<file path="src/rtl/booth_pp_gen.sv">
module booth_pp_gen #(
  parameter int MLT_W  = 12,
  parameter int MCD_W  = 13,
  parameter bit SUM_EN = 1'b1
) (
  input  logic [MLT_W-1:0]                   mult_i,
  input  logic [MCD_W-1:0]                   mcand_i,
  output logic [(MLT_W/2)*(MCD_W+1)-1:0]     rows_o,
  output logic [MLT_W/2-1:0]                 corr_o,
  output logic [MLT_W+MCD_W-1:0]             prod_o
);
  localparam int ROWS   = MLT_W / 2;
  localparam int ROW_W  = MCD_W + 1;
  localparam int PROD_W = MLT_W + MCD_W;

  logic [MLT_W:0]   mx;
  logic [ROW_W-1:0] single_m;
  logic [ROW_W-1:0] double_m;

  assign mx       = {mult_i, 1'b0};
  assign single_m = {mcand_i[MCD_W-1], mcand_i};
  assign double_m = {mcand_i, 1'b0};

  for (genvar k = 0; k < ROWS; k++) begin : g_dig
    logic [2:0]       win;
    logic             is_zero;
    logic             is_dbl;
    logic             is_neg;
    logic [ROW_W-1:0] mag;

    assign win     = mx[2*k+2 -: 3];
    assign is_zero = (win == 3'b000) || (win == 3'b111);
    assign is_dbl  = (win == 3'b011) || (win == 3'b100);
    assign is_neg  = win[2] & ~is_zero;
    assign mag     = is_dbl ? double_m : single_m;

    assign rows_o[k*ROW_W +: ROW_W] = is_zero ? {ROW_W{1'b1}} : (is_neg ? ~mag : mag);
    assign corr_o[k]                = is_neg | is_zero;
  end

  if (SUM_EN) begin : g_sum
    logic [PROD_W-1:0] acc;
    always_comb begin
      logic [ROW_W-1:0]  r;
      logic [PROD_W-1:0] term;
      acc = '0;
      for (int k = 0; k < ROWS; k++) begin
        r    = rows_o[k*ROW_W +: ROW_W];
        term = {{(PROD_W-ROW_W){r[ROW_W-1]}}, r} + PROD_W'(corr_o[k]);
        acc  = acc + (term << (2*k));
      end
    end
    assign prod_o = acc;
  end else begin : g_nosum
    assign prod_o = '0;
  end
endmodule

</file>
<file path="config.mk">
export PLATFORM = sky130hd
export DESIGN_NAME = booth_pp_gen
export DESIGN_NICKNAME = d
export VERILOG_FILES = /design/src/rtl/booth_pp_gen.sv
export SDC_FILE = /design/constraint.sdc
export NUM_CORES = 1
export LEC_CHECK = 0
export BUFFER_PORTS_ARGS = -buffer_cell sky130_fd_sc_hd__buf_2
export CORE_MARGIN = 1.5
export CORE_UTILIZATION = 60
export DETAILED_ROUTE_END_ITERATION = 10
export PLACE_DENSITY_LB_ADDON = 0.1
export SLEW_MARGIN = 25
export SYNTH_ARGS = -nofsm -noshare
export SYNTH_HDL_FRONTEND = slang
export SYNTH_SLANG_ARGS = --single-unit
</file>
<file path="constraint.sdc">
create_clock -name vclk -period 11.31
set_input_delay 0.5655 -clock vclk [all_inputs]
set_output_delay 0.5655 -clock vclk [all_outputs]
set_load 0.01 [all_outputs]
</file>
### After elaboration in Yosys (flattened, before gate mapping)

Index checks and enable logic that the tools add are counted.

* register bits: 0
* input port bits: 25

* $add $sub $neg: 11
* equal/unequal tests: 16
* multiplexer cells: 18
* bitwise operators: 24
* reductions and logical operators: 16

Operator list (count)
* 14-bit 2-to-1 mux: 12
* 14-bit by 2-bit adder with 15-bit output: 6
* 14-bit NOT: 6
* 13-bit 2-to-1 mux: 6
* 25-bit adder: 2
* 3-bit == test, second input constant: 10
* 20-bit by 21-bit adder with 22-bit output: 1
* 18-bit by 19-bit adder with 20-bit output: 1
* 15-bit by 17-bit adder with 18-bit output: 1
* 3-bit logical NOT: 6
* 3-bit by 2-bit == test with 1-bit output, second input constant: 5
* 1-bit logical OR: 10
* 1-bit AND: 6
* 1-bit NOT: 6
* 1-bit OR: 6
* 2-bit == test, second input constant: 1

### Depth between registers and ports, before layout

* depth in word-level cells: 12
* depth in mapped cells: 32

### Worst setup path after synthesis

No wires, ideal clock.

* path kind: in2out
* from: in mcand_i[0]
* to: out prod_o[24]
* arrival time: 7279 ps
* required time: 10745 ps
* setup slack: 3466 ps
* stages on the path: 27
* buffers on the path: 2
* path through: clkbuf_1 buf_1 nand2_1 o21ai_0 ha_1 ha_1 nand3_1 or3_1 xor2_1 fa_1 fa_1 inv_1 ha_1 inv_1 nor3_1 a211oi_1 a21oi_1 a31oi_1 xnor2_1 fa_1 ha_1 a2111o_1 nor2_1 a211o_1 o311ai_0 o31ai_1 xnor2_1

* elaborated cells between the ends (all ways): 35

RTL lines
* start, declared: RTL line 7 `input logic [MCD_W-1:0] mcand_i,`
* 13-bit 2-to-1 mux (*): RTL line 35 `assign mag = is_dbl ? double_m : single_m;`
* 14-bit NOT: RTL line 37 `assign rows_o[k*ROW_W +: ROW_W] = is_zero ? {ROW_W{1'b1}} : (is_neg ? ~mag : mag);`
* 14-bit 2-to-1 mux (*) (2 in a row): RTL line 37
* net rows_o[28]: RTL line 8 `output logic [(MLT_W/2)*(MCD_W+1)-1:0] rows_o,`
* 14-bit by 2-bit adder with 15-bit output (*): RTL line 49 `term = {{(PROD_W-ROW_W){r[ROW_W-1]}}, r} + PROD_W'(corr_o[k]);`
* 18-bit by 19-bit adder with 20-bit output (*): RTL line 50 `acc = acc + (term << (2*k));`
* 20-bit by 21-bit adder with 22-bit output (*): RTL line 50
* 25-bit adder (*) (2 in a row): RTL line 50
* end, declared: RTL line 10 `output logic [MLT_W+MCD_W-1:0] prod_o`

Mark *: on every way through the listed nets, which the timed path passes. The rest lies on a longest branch.

### Worst setup path after layout

* from: in mult_i[3]
* to: out prod_o[24]

* cells in the longest elaborated chain, start to end: 12
* elaborated cells between the ends (all ways): 33

Ends and longest elaborated chain
* start, declared: RTL line 6 `input logic [MLT_W-1:0] mult_i,`
* 3-bit by 2-bit == test with 1-bit output (tied with other cells): RTL line 33 `assign is_dbl = (win == 3'b011) || (win == 3'b100);`
* 1-bit logical OR, on equally long branches: RTL line 33, 32
* 13-bit 2-to-1 mux or 1-bit NOT (tied branches): RTL line 35, 34
* 14-bit NOT or 1-bit AND (tied branches): RTL line 37, 34
* 14-bit 2-to-1 mux (2 in a row): RTL line 37
* 14-bit by 2-bit adder with 15-bit output: RTL line 49
* 15-bit by 17-bit adder with 18-bit output: RTL line 50
* 18-bit by 19-bit adder with 20-bit output (*): RTL line 50
* 20-bit by 21-bit adder with 22-bit output (*): RTL line 50
* 25-bit adder (*) (2 in a row): RTL line 50

Mark *: on every way between the ends. The rest lies on a longest branch, timed or not.

==> key figures <==
Outcome
  – Status: finished clean

Worst setup path
  – Worst-path fanout max: 42
  – CP startpoint kind: input pin
  – WP data required: 10.74 ns
  – Arr. time, crit path: 8.52 ns
  – Worst Setup SP: mult_i[3]
  – Worst path slowest cell: buf_2
  – Worst Path Class, Setup: input pin to primary output
  – CP endpoint kind: primary output
  – Critical Path End: prod_o[24]
  – Crit-path most repeated cell: ha_1
  – Max incr delay on CP: 0.66 ns

STA
  – Setup ws final: 2.227 ns
  – Setup TNS: 0 ns
  – Count of final hold-check violations: 0
  – Final period util: 80.31%
  – Post-layout minimum cycle time: 9.083 ns
  – Setup Viol. Count Final: 0
  – Relative slew slack: 35.81%
  – Max-slew violations: 0
  – Maximum clock rate: 0.1101 GHz
  – Slew @ Worst Pin: 0.9595 ns
  – RSZ-0062 raised after global routing: false

Yosys
  – Mean Syn Cell Area: 7.551 um2
  – Yosys top cell area share: 12.81%
  – Most frequent cells after synthesis: 97 x xnor2_1, 77 x inv_1, 74 x a21oi_1
  – Synth cell types: 82
  – Most common cell in the netlist: xnor2_1
  – Sequential fraction of the synthesis area: 0%
  – Synthesized area: 7347 um2
  – Yosys Warn Count: 0
  – Post-Syn Nets: 1098
  – Top cells by area, synth: fa_1 13%, xnor2_1 12%, ha_1 9.0%, xor2_1 7.4%, a21oi_1 5.0%
  – Cell count after synthesis: 973
  – Area leader, netlist: fa_1

Floorplan
  – CORE AREA: 11960 um2
  – Die area: 12920 um2
  – Die W: 113.7 um
  – Row cnt: 40
  – Initial Utilization: 61.42%
  – I/O pin total: 140
  – Die height: 113.7 um

Place
  – IO Port Bufs: 140
  – GP Congestion: 0.9248
  – DP HPWL: 17.56 mm
  – Worst slack, placed: 2.313 ns
  – Dpl cells: 1183

Detailed routing
  – Avg WL per Cell: 18.70 um
  – WL met1: 9.175 mm
  – Met2 WL post-DR: 10.88 mm
  – Avg Vias per Cell: 6.273
  – Drt pass-1 iters: 5
  – Final WL: 22.12 mm
  – Highest metal used: met4
  – Routed Antenna Nets: 0
  – Met3 routed WL: 1.499 mm
  – DRT iter0 DRCs: 417
  – DR vias: 7421
  – DR DRC count: 0

Global routing
  – Largest net degree at the start of global routing: 46
  – GRT Util Overall: 33.35%
  – First-pass GRT wire length: 34.85 mm
  – Congestion Overflow GR: 0
  – Vias in the first global route: 6738
  – Initial antenna violation count: 0

Final layout
  – Layout area overhead: 6.710%
  – Final nets: 1163
  – Final design utilization: 65.54%
  – Non-filler cells, final: 1183
  – Seq. cell area: 0 um2
  – Clk_buf instances: 0
  – FF+latch count: 0
  – Layout cells sized above 1: 18.63%
  – # diodes: 0

Clock tree
  – Hold-fix buffers, CTS: 0
  – Postcts setup bufs: 0
  – CTS resizes: 0

Hold path
  – Min-Delay Path Class: input pin to primary output

Job
  – Max-Cap Viols: 0
## area by class of cell
cell class	count	area, um2
multi-input cells	811	6616
fillers	1140	4121
repair buffers	145	738.2
inverters	80	301.5
well taps	147	183.9
## how the worst min path moves through the flow
stage                     cells after the start    endpoint       start  slack [ns]
after floorplan                               2  rows_o[21]  mcand_i[7]        1.33
after global placement                        3   rows_o[0]   mult_i[0]        1.60
after detailed placement                      3   rows_o[0]   mult_i[0]        1.60
after CTS                                     3   rows_o[0]   mult_i[0]        1.60
after global routing                          3   rows_o[0]   mult_i[0]        1.62
final                                         3   rows_o[0]   mult_i[0]        1.60
## per-layer routing
metal / global-route usage, % / vias to the layer above
met3: 2.922 / 51
met4: 8.417 / 0
met1: 42.97 / 3462
li1: - / 3565
met2: 60.08 / 343
met5: 0 / -
## worst max-delay path: cells and delay by family
kind | cells | cell delay, ns
AOI/OAI and AO/OA | 10 | 2.14
xor gates and xnor gates | 3 | 0.62
adders and majority gates | 7 | 2.74
buffers and inverters | 4 | 0.92
and+or+nand+nor | 6 | 1.51
## cells in the final DEF (no fill, tap or decap), types with 24 or more instances in the layout
cell	Yosys	layout
nor2_1	69	69
inv_1	77	77
ha_1	53	53
xnor2_1	97	97
nand3_1	24	24
a221oi_1	25	25
buf_2	35	140
nand2_1	62	62
xor2_1	62	62
o21ai_0	37	37
a21oi_1	74	74
fa_1	47	47
## metrics by stage
stage	cell area, um2	hold WS [ns]
4_1_cts	7834	1.598
6_report	7840	1.602
2_1_floorplan	7347	1.329
5_1_grt	7840	1.622
3_5_place_dp	7834	1.598
3_3_place_gp	7829	1.595
## cells by family after synthesis
logic type,share of synthesized area [%]
simple gates,17.95
buf+inv,10.17
fa+ha+maj,23.33
xor+xnor,19.99
compound gates,26.69
mux,1.873
Power is left out: the tool's default activity adds up to more than one toggle a clock period on the data nets, which glitch-free logic cannot reach.
